**config.mk**
```make
export PLATFORM = sky130hd
export DESIGN_NAME = dsc_validator
export DESIGN_NICKNAME = d
export VERILOG_FILES = /design/src/rtl/dsc_chk_pkg.sv /design/src/rtl/dsc_range_chk.sv /design/src/rtl/dsc_fault_scan.sv /design/src/rtl/dsc_prio_enc.sv /design/src/rtl/dsc_result_reg.sv /design/src/rtl/dsc_validator.sv
export SDC_FILE = /design/constraint.sdc
export NUM_CORES = 1
export LEC_CHECK = 0
export ABC_CLOCK_PERIOD_IN_PS = 2400
export BUFFER_PORTS_ARGS = -buffer_cell sky130_fd_sc_hd__buf_4
export CAP_MARGIN = 20
export CORE_MARGIN = 4
export CORE_UTILIZATION = 55
export CTS_CLUSTER_SIZE = 10
export DETAILED_ROUTE_END_ITERATION = 12
export PLACE_DENSITY = 0.95
export SLEW_MARGIN = 20
export SYNTH_ARGS = -nofsm -noshare
export SYNTH_HDL_FRONTEND = slang
export SYNTH_SLANG_ARGS = --single-unit
```
**constraint.sdc**
```tcl
create_clock -name clk_i -period 2.4 [get_ports clk_i]
set_input_delay 0.24 -clock clk_i [delete_from_list [all_inputs] [get_ports clk_i]]
set_output_delay 0.24 -clock clk_i [all_outputs]
set_load 0.02 [all_outputs]
```
**src/rtl/dsc_chk_pkg.sv**
```systemverilog
package dsc_chk_pkg;
  localparam int WORD_W    = 32;
  localparam int NUM_WORDS = 8;
  localparam int DESC_W    = WORD_W * NUM_WORDS;
  localparam int NUM_CODES = 7;
  localparam int CODE_W    = 8;

  // word positions are decoded by the fetch side; keep order
  localparam int W_HDR = 0;
  localparam int W_STS = 1;
  localparam int W_LEN = 2;
  localparam int W_RSV = 3;
  localparam int W_SHI = 4;
  localparam int W_SLO = 5;
  localparam int W_DHI = 6;
  localparam int W_DLO = 7;

  localparam logic [7:0] STAT_OK   = 8'h03;
  localparam logic [7:0] STAT_FAIL = 8'h04;

  // bit k set -> error code k+1
  typedef logic [NUM_CODES-1:0] fault_t;
endpackage

```
**src/rtl/dsc_range_chk.sv**
```systemverilog
module dsc_range_chk #(
  parameter int ADDR_W = 48
) (
  input  logic [31:0] hi_i,
  input  logic [31:0] lo_i,
  input  logic [31:0] len_i,
  output logic        bad_o
);
  localparam int HI_KEEP = ADDR_W - 32;

  logic [ADDR_W:0]   end_sum;
  logic              hi_over;
  logic [ADDR_W-1:0] base;

  assign base    = {hi_i[HI_KEEP-1:0], lo_i};
  assign hi_over = |hi_i[31:HI_KEEP];
  assign end_sum = {1'b0, base} + (ADDR_W+1)'(len_i);
  // ending exactly at 2^ADDR_W is legal
  assign bad_o   = hi_over | (end_sum[ADDR_W] & (|end_sum[ADDR_W-1:0]));
endmodule

```
**src/rtl/dsc_fault_scan.sv**
```systemverilog
module dsc_fault_scan
  import dsc_chk_pkg::*;
#(
  parameter int ALIGN_LSB = 2,
  parameter int ADDR_W    = 48
) (
  input  logic [DESC_W-1:0] desc_i,
  output fault_t            fault_o
);
  logic [WORD_W-1:0] w [NUM_WORDS];

  for (genvar k = 0; k < NUM_WORDS; k++) begin : g_word
    assign w[k] = desc_i[k*WORD_W +: WORD_W];
  end

  logic [1:0] range_bad;
  localparam int SIDES = 2;
  localparam int HI_IDX [SIDES] = '{W_SHI, W_DHI};
  localparam int LO_IDX [SIDES] = '{W_SLO, W_DLO};

  for (genvar s = 0; s < SIDES; s++) begin : g_side
    dsc_range_chk #(.ADDR_W(ADDR_W)) u_rng (
      .hi_i  (w[HI_IDX[s]]),
      .lo_i  (w[LO_IDX[s]]),
      .len_i (w[W_LEN]),
      .bad_o (range_bad[s])
    );
  end

  // timestamp, free control bits and old error byte are not inspected
  logic unused_bits;
  assign unused_bits = ^{w[W_HDR][31:16], w[W_HDR][7:1], w[W_STS][31:8]};

  always_comb begin
    fault_o    = '0;
    fault_o[0] = ~w[W_HDR][0] | (|w[W_HDR][15:8]);
    fault_o[1] = |w[W_STS][7:0];
    fault_o[2] = |w[W_LEN][ALIGN_LSB-1:0];
    fault_o[3] = |w[W_SLO][ALIGN_LSB-1:0];
    fault_o[4] = |w[W_DLO][ALIGN_LSB-1:0];
    fault_o[5] = |range_bad;
    fault_o[6] = (w[W_LEN] == '0) | (|w[W_RSV]);
  end
endmodule

```
**src/rtl/dsc_prio_enc.sv**
```systemverilog
module dsc_prio_enc
  import dsc_chk_pkg::*;
(
  input  fault_t            fault_i,
  output logic [CODE_W-1:0] code_o,
  output logic              any_o
);
  always_comb begin
    code_o = '0;
    for (int k = NUM_CODES - 1; k >= 0; k--) begin
      if (fault_i[k]) code_o = CODE_W'(k + 1);
    end
  end
  assign any_o = |fault_i;
endmodule

```
**src/rtl/dsc_result_reg.sv**
```systemverilog
module dsc_result_reg
  import dsc_chk_pkg::*;
(
  input  logic              clk_i,
  input  logic              rst_ni,
  input  logic              vld_i,
  input  logic [CODE_W-1:0] code_i,
  input  logic              any_i,
  input  logic [15:0]       id_i,
  output logic              vld_o,
  output logic [7:0]        status_o,
  output logic [CODE_W-1:0] err_o,
  output logic              abort_o,
  output logic [15:0]       id_o
);
  always_ff @(posedge clk_i or negedge rst_ni) begin
    if (!rst_ni) begin
      vld_o    <= 1'b0;
      status_o <= '0;
      err_o    <= '0;
      abort_o  <= 1'b0;
      id_o     <= '0;
    end else if (vld_i) begin
      vld_o    <= 1'b1;
      status_o <= any_i ? STAT_FAIL : STAT_OK;
      err_o    <= code_i;
      abort_o  <= any_i;
      id_o     <= id_i;
    end else begin
      vld_o    <= 1'b0;
      status_o <= '0;
      err_o    <= '0;
      abort_o  <= 1'b0;
      id_o     <= '0;
    end
  end
endmodule

```
**src/rtl/dsc_validator.sv**
```systemverilog
module dsc_validator
  import dsc_chk_pkg::*;
#(
  parameter int ALIGN_BYTES = 4,
  parameter int ADDR_W      = 48
) (
  input  logic              clk_i,
  input  logic              rst_ni,
  input  logic              desc_valid_i,
  input  logic [DESC_W-1:0] desc_i,
  output logic              res_valid_o,
  output logic [7:0]        res_status_o,
  output logic [7:0]        res_err_o,
  output logic              res_abort_o,
  output logic [31:0]       res_word1_o
);
  localparam int ALIGN_LSB = $clog2(ALIGN_BYTES);
  localparam int ID_LSB    = W_STS * WORD_W + 16;

  fault_t fault_d, s1_fault;
  logic   s1_vld;
  logic [15:0] s1_id, s2_id;
  logic [CODE_W-1:0] code;
  logic   any_fault;

  dsc_fault_scan #(.ALIGN_LSB(ALIGN_LSB), .ADDR_W(ADDR_W)) u_scan (
    .desc_i  (desc_i),
    .fault_o (fault_d)
  );

  always_ff @(posedge clk_i or negedge rst_ni) begin
    if (!rst_ni) begin
      s1_vld   <= 1'b0;
      s1_fault <= '0;
      s1_id    <= '0;
    end else begin
      s1_vld <= desc_valid_i;
      if (desc_valid_i) begin
        s1_fault <= fault_d;
        s1_id    <= desc_i[ID_LSB +: 16];
      end
    end
  end

  dsc_prio_enc u_prio (
    .fault_i (s1_fault),
    .code_o  (code),
    .any_o   (any_fault)
  );

  dsc_result_reg u_res (
    .clk_i    (clk_i),
    .rst_ni   (rst_ni),
    .vld_i    (s1_vld),
    .code_i   (code),
    .any_i    (any_fault),
    .id_i     (s1_id),
    .vld_o    (res_valid_o),
    .status_o (res_status_o),
    .err_o    (res_err_o),
    .abort_o  (res_abort_o),
    .id_o     (s2_id)
  );

  assign res_word1_o = {s2_id, res_err_o, res_status_o};
endmodule

```
==> results_dict.tcl, run 1 <==
set metrics [dict create \
    status "did not finish" \
    stop_stage "5_1_grt" \
    error "[ERROR GRT-0116] Global routing finished with congestion. Check the congestion regions in the DRC Viewer." \
    pin_count 309 \
    synth.top_cell.area_share_pct 15.20 \
    rows 42 \
    grt_pass1_vias 17240 \
    synth_edf_count 0 \
    yosysSeqAreaShare_pct 15.20 \
    ys_warn_count 0 \
    initial_core_util_pct 56.73 \
    dpl_cell_area_sq_mm 0.01204 \
    syn_area_per_cell_sq_um 7.366 \
    die_w_um 125.3 \
    async_flop_share_pct 100.0 \
    clock_path_buffers 2 \
    synth_ff_type "dfrtp_1" \
    place_congestion 1.178 \
    cts_root_buf "clkbuf_16" \
    grt_max_degree 47 \
    grtUsageTotal_pct 92.42 \
    grt_pass1_wl_um 114400 \
    yosys.area.top_type "dfrtp_1" \
    dieHeight_um 125.3 \
    grt_remaining_overflow 625 \
    cts_buffers 5 \
    ys_ff_latch 46 \
    dp_hpwl_um 36570 \
    syn_area_sq_mm 0.007572 \
    htreeDepth 2 \
    netlist_instances 1028 \
    clkSinkCount 46 \
    synth_cell_types 80 \
    synthTopCellsByArea "dfrtp_1 (15%), ha_1 (11%), a21oi_1 (5.6%)" \
    io_buffers 257 \
]
synthesized netlist by cell type, drive strengths merged (4+ instances only):
library cell	n
nand2	94
nor2	90
a21oi	87
o21ai	69
ha	64
nand4	49
dfrtp	46
buf	38
nor4	38
clkbuf	33
nand3	31
inv	23
nor3	23
a211oi	21
a31oi	21
and2	21
a21o	19
xor2	18
mux2	17
o21a	17
o211ai	14
o31ai	13
xnor2	13
a2111oi	11
and3	11
mux2i	11
nor2b	11
o21bai	11
or3	9
nand2b	6
o311ai	6
or2	6
a221oi	5
and4	5
or4	5
a2111o	4
a211o	4
a21boi	4
a311oi	4
a41oi	4
nor4b	4
o22ai	4
o41ai	4
metal layers:
| layer | GRT usage [%] | overflow |
|---|---|---|
| met1 | 86.61 | 18 |
| met2 | 107.1 | 367 |
| met3 | 81.62 | 13 |
| met4 | 99.36 | 223 |
| met5 | 61.61 | 4 |
what timing repair did:
| action | 4_1_cts |
|---|---|
| setup buffers | 4 |
| setup endpoints to repair | 1 |
| resized for setup | 55 |
| pin swaps | 22 |
| hold endpoints to repair | 46 |
| hold buffers | 1 |
logic make-up after synthesis:
| kind of cell | Yosys count | synth area share, % |
|---|---|---|
| compound gates | 352 | 32.06 |
| flops | 46 | 15.20 |
| xor+xnor | 31 | 3.586 |
| fa+ha+maj | 66 | 11.10 |
| other cells | 1 | 0.04952 |
| buf+inv | 94 | 6.229 |
| simple gates | 410 | 27.79 |
| mux | 28 | 3.982 |
through the flow:
step	util, %	setup TNS [ns]	hold WS [ns]	std cells	setup slack (ns)
3_3_place_gp	90.17	-1.223	0.2553	1745	-1.223
4_1_cts	93.48	-0.9127	0.1918	1757	-0.9127
2_1_floorplan	-	-0.4803	-0.05559	1047	-0.4803
3_5_place_dp	90.17	-1.406	0.2791	1745	-1.406
==> run 2, diff against run 1 <==
- CORE_UTILIZATION: 55 -> 40
- CTS_CLUSTER_SIZE: 10 -> default
- PLACE_DENSITY: 0.95 -> default
- PLACE_DENSITY_LB_ADDON: default -> 0.15
==> results_dict.tcl, run 2 <==
set metrics [dict create \
    clkSinkCount 46 \
    period_share_pct 131.2 \
    p_leak_nw 6.031 \
    layout-drive-gt1-share_pct 45.33 \
    num_vias 10680 \
    yosysMostFrequentCell "nand2_1" \
    vias_per_cell 5.735 \
    vdd_ir_drop_max_uv 384.1 \
    cts_buffers 5 \
    finalMaxSlewViolations 0 \
    post-place-ws_ns -1.511 \
    grt_pass1_vias 10770 \
    clock_path_buffers 2 \
    crit_fanout 3 \
    grt_max_degree 47 \
    worstHoldPathType "in -> reg" \
    violations "setup timing" \
    antenna_cells 0 \
    drt_iter0_drc 885 \
    final.fill_count 1619 \
    synth_edf_count 0 \
    tritoncts "yes" \
    power.density_mw_per_mm2 349.0 \
    syn_area_per_cell_sq_um 7.366 \
    rows 50 \
    critical_path_class "in -> reg" \
    worstSetupStartpointType "input port" \
    grtUsageTotal_pct 31.94 \
    hold_violations 0 \
    max_stage_delay_ns 0.38 \
    max_freq_mhz 317.6 \
    drc 0 \
    clkTransAtPathRegs_ns 0.07 \
    status "finished, violations left" \
    syn_to_final_growth_pct 70.79 \
    yosysSeqAreaShare_pct 15.20 \
    hold-worst-slack_ns 0.1793 \
    die_w_um 145.6 \
    io_buffers 257 \
    critPathSlowestCell "fa_2" \
    synth_ff_type "dfrtp_1" \
    async_flop_share_pct 100.0 \
    yosys-top-cells-count "nand2_1 (94), nor2_1 (90), a21oi_1 (84), ha_1 (64), o21ai_0 (61)" \
    fin_worst_skew_ns 0.008793 \
    ys_ff_latch 46 \
    htreeDepth 2 \
    wirelength_um 35470 \
    utilization_pct 69.37 \
    placedCellCount 1843 \
    yosys.area.top_type "dfrtp_1" \
    cp_top_family "compound AO/OA/AOI/OAI gates" \
    cp.arrival_ns 3.32 \
    dieHeight_um 145.6 \
    pin_count 309 \
    fp.coreArea_sq_mm 0.01864 \
    biggestRegsByFlops "s1_id x16, u_res.id_o x16, s1_fault x7" \
    grt_pass1_wl_um 55530 \
    initial_core_util_pct 40.62 \
    layout_setup_ws_ns -0.7485 \
    rsz0062_at_grt "true" \
    tightest_slew_ns 0.8047 \
    dp_hpwl_um 30880 \
    grt_remaining_overflow 0 \
    antenna_found_initial 0 \
    setup_viol 1 \
    max_cap_violations 0 \
    dieArea_sq_mm 0.02120 \
    fin_crit_ns 3.149 \
    synth.top_cell.area_share_pct 15.20 \
    layout.cells.non_filler 1862 \
    syn_area_sq_mm 0.007572 \
    critPathBufInv 3 \
    worstPathRequired_ns 2.57 \
    final_cell_mix "buf_4 (639), nand2_1 (93), nor2_1 (89), a21oi_1 (80), ha_1 (55)" \
    path_cells "buf_8 -> buf_6 -> ha_4 -> fa_2 -> a211oi_2 -> o211ai_1 -> a31oi_2 -> a2111oi_2 -> buf_4 -> o21ai_0 -> nand2b_1 -> xor2_1 -> a2111oi_0 -> nand4_1 -> o31ai_1 -> o21ai_1" \
    dr.pass1.iters 5 \
    ys_warn_count 0 \
    synth_cell_types 80 \
    layout.nets 1952 \
    slew_headroom_pct 45.67 \
    clk_latency_ns 0.29 \
    place_congestion 1.016 \
    routedWlPerCell_um 19.05 \
    synthTopCellsByArea "dfrtp_1 (15%), ha_1 (11%), a21oi_1 (5.6%)" \
    ant_nets 0 \
    finalPower_mw 4.513 \
    end_kind "register" \
    cts_root_buf "clkbuf_16" \
    layout_commonest_cell "buf_4" \
    netlist_instances 1028 \
]
## run 2: cell counts after synthesis
No cell type changed its count.
## run 2: layout make-up
cell class / count / area [sq um] / share of cell area [%]
multi-input cells: 907 / 6369 / 49.25
repair buffers: 644 / 4865 / 37.62
flip-flops and latches: 46 / 1151 / 8.901
well taps: 234 / 292.8 / 2.264
clock buffers: 5 / 125.1 / 0.9675
inverters: 23 / 86.33 / 0.6676
clock inverters: 3 / 43.79 / 0.3386
## run 2: cell families (layout without fill, tap and decap cells)
| kind of cell | count (synthesis) | in the layout | synth area share (%) |
|---|---|---|---|
| flip-flops | 46 | 46 | 15.20 |
| other | 1 | 20 | 0.04952 |
| XOR/XNOR | 31 | 31 | 3.586 |
| AND/OR/NAND/NOR | 410 | 410 | 27.79 |
| buffers and inverters | 94 | 675 | 6.229 |
| AO/OA/AOI/OAI | 352 | 352 | 32.06 |
| multiplexers | 28 | 28 | 3.982 |
| adder cells (fa/ha/maj) | 66 | 66 | 11.10 |
## run 2: final timing paths
kind / start / to / slack (ns) / cells after the start
worst max-delay path: desc_i[64] / s1_fault[5] / -0.75 / 16
worst min-delay path: desc_i[57] / s1_id[9] / 0.18 / 2
worst max register to register: s1_fault[2] / u_res.err_o[2] / 1.03 / 2
worst min register to register: s1_id[6] / u_res.id_o[6] / 0.47 / 1
max in group asynchronous: rst_ni / u_res.id_o[5] / 1.50 / 2
min in group asynchronous: rst_ni / u_res.id_o[10] / 0.50 / 2
## run 2: routing by layer
layer	track usage, %	vias up	wire length (um)
met1	38.29	4965	14110
li1	-	5147	-
met2	59.41	471	18040
met4	10.87	0	1328
met3	3.270	96	1993
met5	0	-	0
## run 2: what timing repair did
action,in CTS,in global routing
pin swaps,28,1
endpoints found under the setup margin,1,1
hold endpoints to repair,46,0
resized for setup,43,9
hold buffers,1,0
setup buffers,11,0
## run 2: metrics by stage
step,instance area [sq um],TNS (ns)
after global routing,12930,-0.9437
final,12930,-0.7485
after detailed placement,12410,-1.511
after global placement,12410,-1.579
after floorplan,7742,-0.4803
after CTS,12900,-0.7110
## run 2: power breakdown
part	internal, mW	leakage (nW)	switching (mW)	total, mW
Sequential	0.829	0.548	0.0264	0.856
Clock	0.494	0.0842	0.314	0.808
Combinational	1.44	5.40	1.41	2.85
Total	2.76	6.03	1.75	4.51
Power figures use the tool's default switching activity.
